File: config.mk
export PLATFORM = sky130hd
export DESIGN_NAME = activity_led_ctrl
export DESIGN_NICKNAME = d
export VERILOG_FILES = /design/src/rtl/led_act_pkg.sv /design/src/rtl/act_stretch.sv /design/src/rtl/mode_strap_latch.sv /design/src/rtl/led_route.sv /design/src/rtl/activity_led_ctrl.sv
export SDC_FILE = /design/constraint.sdc
export NUM_CORES = 1
export LEC_CHECK = 0
export BUFFER_PORTS_ARGS = -buffer_cell sky130_fd_sc_hd__buf_4
export CORE_UTILIZATION = 65
export DETAILED_ROUTE_END_ITERATION = 6
export PLACE_DENSITY = 0.82
export REMOVE_ABC_BUFFERS = 1
export SLEW_MARGIN = 20
export SYNTH_ARGS = -nofsm -noshare
export SYNTH_HDL_FRONTEND = slang
export SYNTH_SLANG_ARGS = --single-unit
File: constraint.sdc
create_clock -name clk -period 3.9 [get_ports clk]
set_input_delay 0.78 -clock clk [delete_from_list [all_inputs] [get_ports clk]]
set_output_delay 0.78 -clock clk [all_outputs]
set_load 0.005 [all_outputs]
File: src/rtl/led_act_pkg.sv
package led_act_pkg;

    localparam int NUM_CH = 4;

    typedef enum logic {
        MODE_COMPAT = 1'b0,
        MODE_DIRECT = 1'b1
    } led_mode_e;

    // Active-high lamp vector from per-channel activity for a given mode.
    function automatic logic [NUM_CH-1:0] route_leds(led_mode_e m,
                                                     logic [NUM_CH-1:0] act);
        logic [NUM_CH-1:0] on;
        for (int i = 0; i < NUM_CH; i++) begin
            if (m == MODE_DIRECT) begin
                on[i] = act[i];
            end else if (i < NUM_CH / 2) begin
                on[i] = act[(2 * i) % NUM_CH] | act[(2 * i + 1) % NUM_CH];
            end else begin
                on[i] = 1'b0;
            end
        end
        return on;
    endfunction

endpackage

File: src/rtl/act_stretch.sv
module act_stretch #(
    parameter int HOLD_CYCLES = 1_000_000
) (
    input  logic clk,
    input  logic rst,
    input  logic strobe_i,
    output logic active_o
);
    localparam int CW = $clog2(HOLD_CYCLES + 1);

    logic [CW-1:0] cnt_q;

    always_ff @(posedge clk) begin
        if (rst) begin
            cnt_q <= '0;
        end else if (strobe_i) begin
            cnt_q <= CW'(HOLD_CYCLES);
        end else if (cnt_q != '0) begin
            cnt_q <= cnt_q - CW'(1);
        end
    end

    assign active_o = (cnt_q != '0);

    // every strobe reloads the full window
    p_reload_r6: assert property (@(posedge clk) disable iff (rst)
        strobe_i |=> (cnt_q == CW'(HOLD_CYCLES)));

    // an open window counts down by one per cycle
    p_decay_r5: assert property (@(posedge clk) disable iff (rst)
        (!strobe_i && cnt_q != '0) |=> (cnt_q == $past(cnt_q) - CW'(1)));

    // an idle channel stays idle without a strobe
    p_idle_r5: assert property (@(posedge clk) disable iff (rst)
        (!strobe_i && cnt_q == '0) |=> (cnt_q == '0));

endmodule

File: src/rtl/mode_strap_latch.sv
module mode_strap_latch
    import led_act_pkg::*;
(
    input  logic      clk,
    input  logic      rst,
    input  logic      strap_n_i,
    output led_mode_e mode_o
);
    led_mode_e mode_q;

    always_ff @(posedge clk) begin
        if (rst) begin
            mode_q <= strap_n_i ? MODE_COMPAT : MODE_DIRECT;
        end
    end

    assign mode_o = mode_q;

    // the captured mode never moves once reset has been released
    p_mode_hold_r7: assert property (@(posedge clk) disable iff (rst)
        !$past(rst) |-> $stable(mode_q));

endmodule

File: src/rtl/led_route.sv
module led_route
    import led_act_pkg::*;
(
    input  logic              clk,
    input  logic              rst,
    input  led_mode_e         mode_i,
    input  logic [NUM_CH-1:0] act_i,
    output logic [NUM_CH-1:0] led_n_o
);
    logic [NUM_CH-1:0] led_n_q;

    always_ff @(posedge clk) begin
        if (rst) begin
            led_n_q <= '1;
        end else begin
            led_n_q <= ~route_leds(mode_i, act_i);
        end
    end

    assign led_n_o = led_n_q;

    // the upper pair stays dark in compatibility mode
    p_upper_dark_r4: assert property (@(posedge clk) disable iff (rst)
        (mode_i == MODE_COMPAT) |-> (led_n_q[3:2] == 2'b11));

    // paired fold, one cycle after the activity
    p_pair_fold_r2: assert property (@(posedge clk) disable iff (rst)
        (mode_i == MODE_COMPAT) |=>
        (led_n_q[1:0] == ~{$past(act_i[3] | act_i[2]), $past(act_i[1] | act_i[0])}));

    // one channel per lamp, one cycle after the activity
    p_direct_map_r3: assert property (@(posedge clk) disable iff (rst)
        (mode_i == MODE_DIRECT) |=> (led_n_q == ~$past(act_i)));

endmodule

File: src/rtl/activity_led_ctrl.sv
module activity_led_ctrl
    import led_act_pkg::*;
#(
    parameter int HOLD_CYCLES = 1_000_000
) (
    input  logic       clk,
    input  logic       rst,
    input  logic [3:0] act_strobe_i,
    input  logic       direct_mode_n_i,
    output logic [3:0] led_n_o
);
    logic [NUM_CH-1:0] chan_active;
    led_mode_e         mode;

    generate
        for (genvar g = 0; g < NUM_CH; g++) begin : g_chan
            act_stretch #(
                .HOLD_CYCLES(HOLD_CYCLES)
            ) u_stretch (
                .clk     (clk),
                .rst     (rst),
                .strobe_i(act_strobe_i[g]),
                .active_o(chan_active[g])
            );
        end
    endgenerate

    mode_strap_latch u_mode (
        .clk      (clk),
        .rst      (rst),
        .strap_n_i(direct_mode_n_i),
        .mode_o   (mode)
    );

    led_route u_route (
        .clk    (clk),
        .rst    (rst),
        .mode_i (mode),
        .act_i  (chan_active),
        .led_n_o(led_n_o)
    );

    // a reset cycle leaves every lamp off
    p_reset_off_r1: assert property (@(posedge clk)
        rst |=> (led_n_o == 4'b1111));

endmodule

Word-level counts from Yosys, hierarchy flattened

Index checks and enable logic that the tools add are counted.
W data, S select, Z words.

Register bits after elaboration: 85

$add $sub $neg: 4
Mux-type cells: 17
Bitwise gates (word level): 3
Reduce and logical (&&, ||, !) cells: 12

Operator list:

| cell                    | number |
|---|---|
| $mux W20                | 8 |
| $reduce_bool A20 Y1     | 4 |
| $sub A20 B1 Y20 const B | 4 |
| $mux W1                 | 9 |
| $reduce_bool A2 Y1      | 4 |
| $reduce_or A2 Y1        | 4 |
| $not A4 Y4              | 1 |
| $or A1 B1 Y1            | 2 |

Logic depth before layout (Yosys ltp)

Word-level depth: 5
Depth in mapped cells: 8
Depth with buffers taken out: 7

By module

From an unflattened synthesis, not the netlist that was laid out.

Cell total of the unflattened synthesis: 550
Area, all modules: 4,513.1 µm²

Modules (own cells, without submodules):

| module           | instances | cells an instance | area an instance (µm²) | sequential area each (µm²) |
|---|---|---|---|---|
| act_stretch      | 4         | 134               | 1,088.5                | 400.4 |
| led_route        | 1         | 12                | 125.1                  | 80.1 |
| mode_strap_latch | 1         | 2                 | 33.8                   | 30.0 |

Least setup slack after synthesis

No wires, ideal clock.

Path type: flip-flop to flip-flop
Start: register g_chan[3].u_stretch.cnt_q[9]
End: register g_chan[3].u_stretch.cnt_q[15]
Setup time: 0.128 ns
Arrival time: 1.962 ns
Required time: 3.772 ns
Slack: 1.810 ns
Cell stages (with the launch flop): 6
Clock period less this slack: 2.090 ns
Cells stage by stage: dfxtp_1 > or4_4 > or4b_4 > a2111oi_4 > xnor2_1 > nor2_1

Longest elaborated chain between the ends: 1
Elaborated cells on any way between the ends: 2
Those cells by class: add/sub: 1; reduce/logical: 1

RTL lines:

| item                                                          | line                                 | text |
|---|---|---|
| start, declared                                               | act_stretch.sv:11                    | `logic [CW-1:0] cnt_q;` |
| start signal, assigned                                        | act_stretch.sv:17                    | `cnt_q <= CW'(HOLD_CYCLES);` |
| start signal, assigned                                        | act_stretch.sv:19                    | `cnt_q <= cnt_q - CW'(1);` |
| $sub A20 B1 Y20 / $reduce_bool A20 Y1 (equally long branches) | act_stretch.sv:19, act_stretch.sv:18 |  |

Parallel ways exist; a longest one is shown, timed or not.
A chain may end at the register's enable or synchronous reset.

Worst setup path after layout

Start: register g_chan[2].u_stretch.cnt_q[0]
End: register g_chan[2].u_stretch.cnt_q[1]

Longest elaborated chain between the ends: 1
Elaborated cells on any way between the ends: 2
Those cells by class: add/sub: 1; reduce/logical: 1

RTL lines:

| item                                                          | line |
|---|---|
| start, declared                                               | act_stretch.sv:11 |
| start signal, assigned                                        | act_stretch.sv:17 |
| start signal, assigned                                        | act_stretch.sv:19 |
| $sub A20 B1 Y20 / $reduce_bool A20 Y1 (equally long branches) | act_stretch.sv:19, act_stretch.sv:18 |

Parallel ways exist; a longest one is shown, timed or not.

==> summary.txt <==
Clock tree
  – Total CTS buffers: 9
  – Post-CTS setup buffer count: 0
  – Worst-skew pair later-pin latency: 0.35 ns
  – CTS Buffer Depth: 2
  – Clock sink total: 85
  – CTS root buffer: clkbuf_8
  – Hold_buf cts: 0
  – TritonCTS clock tree: done
  – Clk slew on worst S/H paths: 0.08 ns
  – H-tree levels: 3
  – PostCTS Resize Cnt: 0

Worst setup path
  – Crit-path leading delay family: simple AND/OR/NAND/NOR gates
  – WP buf/inv: 1
  – Critical path fanouts, max: 8
  – WP data required: 4.17 ns
  – Crit path arrival time: 2.57 ns
  – Crit path kind: register to register
  – CP Launch Type: register
  – Worst path max stage delay: 0.60 ns
  – Slowest cell on crit path: nor4b_1
  – Reg2reg path depth: 6
  – Worst r2r dst: g_chan[2].u_stretch.cnt_q[1]
  – Reg2Reg Launch Point: g_chan[2].u_stretch.cnt_q[0]
  – Crit path cell chain: inv_1 -> ha_1 -> nor4b_1 -> and4b_1 -> nand2_1 -> a211oi_1
  – R2r setup slk: 1.59 ns
  – Crit end category: register

Floorplan
  – Chip Height: 81.4 um
  – Die W: 81.4 um
  – Die area: 0.00663 mm2
  – Initial Utilization: 68.5%
  – Standard-cell rows: 28
  – # IOs: 11
  – Total core area: 0.00599 mm2

Cells and area
  – Layout cells sized above 1: 8.27%
  – Most frequent cells in the layout: dfxtp_1, nor2_1, a21oi_1, xnor2_1, nor3_1
  – Final std cells w/o fill: 571
  – Final nets: 502
  – Fin util: 73.4%
  – Antenna Cells: 0
  – Synthesis-to-layout area growth: 7.23%
  – Leading cell type in the layout, fill and taps excluded: dfxtp_1
  – Final instance area: 0.00440 mm2

Pwr
  – PwrDens: 483 mW/mm2
  – Switching Fraction: 32.8%
  – Combinational Power Share: 25.4%
  – Total power: 2.12 mW
  – Leak Pwr: 1.62 nW
  – Max VDD drop: 0.000287 V
  – Int Power: 1.43 mW
  – Switching power: 0.697 mW
  – Clock share of power: 25.9%
  – Sequential Power Share: 48.7%

Place
  – GPL Wtd Cong: 0.893
  – DP HPWL: 5.64 mm
  – Number of port buffers: 10
  – DP Worst Slack: 1.65 ns
  – Dpl cells: 555
  – Placed cell area: 0.00423 mm2

Timing
  – Max Clk Rate: 433 MHz
  – Fin. max-slew vios: 0
  – Final Cycle Share: 59.1%
  – Slew @ Worst Pin: 0.704 ns
  – Clock skew: 0.0116 ns
  – Final Setup Violations: 0
  – Final Hold Viols: 0
  – Setup repair after global routing missed its margin: no
  – Post-layout min period: 2.31 ns
  – PnR worst setup slack: 1.59 ns
  – Slew Limit Headroom: 52.4%
  – Setup TNS: 0 ns
  – WHS: 0.500 ns

Hold path
  – Hold Path End: g_chan[1].u_stretch.cnt_q[11]
  – Hold path start: g_chan[1].u_stretch.cnt_q[11]
  – Hold Path Class: register to register
  – Hold path depth: 2

Synthesis
  – Post-synthesis sequential area ratio: 41.7%
  – Async set-or-reset flop fraction in the synthesized netlist: 0%
  – Mean Syn Cell Area: 8.53 um2
  – Post-synth top flop: dfxtp_1
  – Area of the mapped netlist: 0.00410 mm2
  – Synth unique cells: 47
  – Yosys reg bits: 85
  – Synth Instances: 481
  – Synth warn: 0
  – Number of synthesized flops with an enable pin: 1

Global route
  – Vias in the first global route: 3100
  – GRT Util Overall: 26.6%
  – GRT Residual Overflow: 0
  – Initial antenna violation count: 0
  – Largest net degree at the start of global routing: 40
  – Global-route wire length before repair: 13.7 mm

Route
  – Routed wire per std cell: 14.6 um
  – Initial DRC count: 192
  – DR vias: 3552
  – Final wirelength: 8.35 mm
  – Via density: 6.22
  – Drc violations: 0
  – ANT nets after route: 0
  – Pre-Repair DR Iteration Count: 4

Flow run
  – Max cap viols: 0

Outcome
  – Status: finished, final reports clean
worst max-delay path by stage:
stage                                            start                             to  depth (start not counted)
after global placement    g_chan[2].u_stretch.cnt_q[0]   g_chan[2].u_stretch.cnt_q[0]                          7
final                     g_chan[2].u_stretch.cnt_q[0]   g_chan[2].u_stretch.cnt_q[1]                          6
after detailed placement  g_chan[2].u_stretch.cnt_q[0]             u_route.led_n_o[1]                          7
after global routing      g_chan[2].u_stretch.cnt_q[0]  g_chan[2].u_stretch.cnt_q[10]                          7
after floorplan           g_chan[3].u_stretch.cnt_q[9]  g_chan[3].u_stretch.cnt_q[15]                          5
after CTS                 g_chan[2].u_stretch.cnt_q[0]   g_chan[2].u_stretch.cnt_q[1]                          6
cell usage after synthesis (all sizes together) (2+ instances only):
| cell | count | area [um2] |
|---|---|---|
| ha | 4 | 50.1 |
| dfxtp | 84 | 1680 |
| o21ai | 11 | 55.1 |
| or4 | 15 | 124 |
| mux2i | 5 | 50.1 |
| inv | 13 | 48.8 |
| nand2b | 8 | 50.1 |
| nor3 | 26 | 130 |
| a31oi | 6 | 37.5 |
| xnor2 | 28 | 245 |
| or2 | 8 | 50.1 |
| or3 | 12 | 75.1 |
| o211ai | 5 | 37.5 |
| xor2 | 20 | 175 |
| nand3 | 16 | 80.1 |
| o41ai | 4 | 35.0 |
| clkbuf | 11 | 41.3 |
| nor2b | 8 | 50.1 |
| nand2 | 22 | 82.6 |
| nor4 | 18 | 134 |
| nor4b | 2 | 17.5 |
| a2111oi | 5 | 62.6 |
| a211oi | 8 | 60.1 |
| nor2 | 75 | 282 |
| nand4b | 3 | 26.3 |
| o31ai | 4 | 30.0 |
| a311oi | 2 | 17.5 |
| a21oi | 38 | 190 |
| nand4 | 6 | 37.5 |
power by group through the flow:
stage	clock [mW]	combinational, mW	sequential, mW
6_report	0.550	0.539	1.04
2_1_floorplan	0	0.433	1.03
3_3_place_gp	0	0.516	1.05
5_1_grt	0.597	0.601	1.05
3_5_place_dp	0	0.527	1.05
4_1_cts	0.559	0.534	1.03
state kept, by name, indices dropped and copies added (netlist names):
register                cells
g_chan.u_stretch.cnt_q     80
u_route.led_n_o             4
u_mode.mode_o               1
cells by family after synthesis:
kind of cell,count (synthesis),share of synthesized area [%]
muxes,5,1.22
AOI/OAI and AO/OA,90,14.3
buffers and inverters,24,2.20
DFF,85,41.7
adders and majority gates,4,1.22
xor gates and xnor gates,48,10.2
and+or+nand+nor,225,29.1
routing by layer:
layer,vias up,part of all wire [%],global-route usage [%]
li1,1770,-,-
met5,-,0,0
met3,18,3.5,4.44
met2,81,47,43.8
met1,1683,48,34.1
met4,0,1.7,11.6
cell type report:
type                            instances  area (um2)
Inverter                               13        48.8
Multi-Input combinational cell        372        2300
Timing Repair Buffer                   10        75.1
Clock inverter                          4        23.8
Sequential cell                        85        1710
Clock buffer                           12         145
Fill cell                             464        1590
Tap cell                               75        93.8
tightest hold or removal path: stages (launching register included):
cell and delay, ns:
dfxtp_1 0.33, o211ai_1 0.08, nand2_1 0.05
No activity file was read; power rests on OpenSTA's default activity.
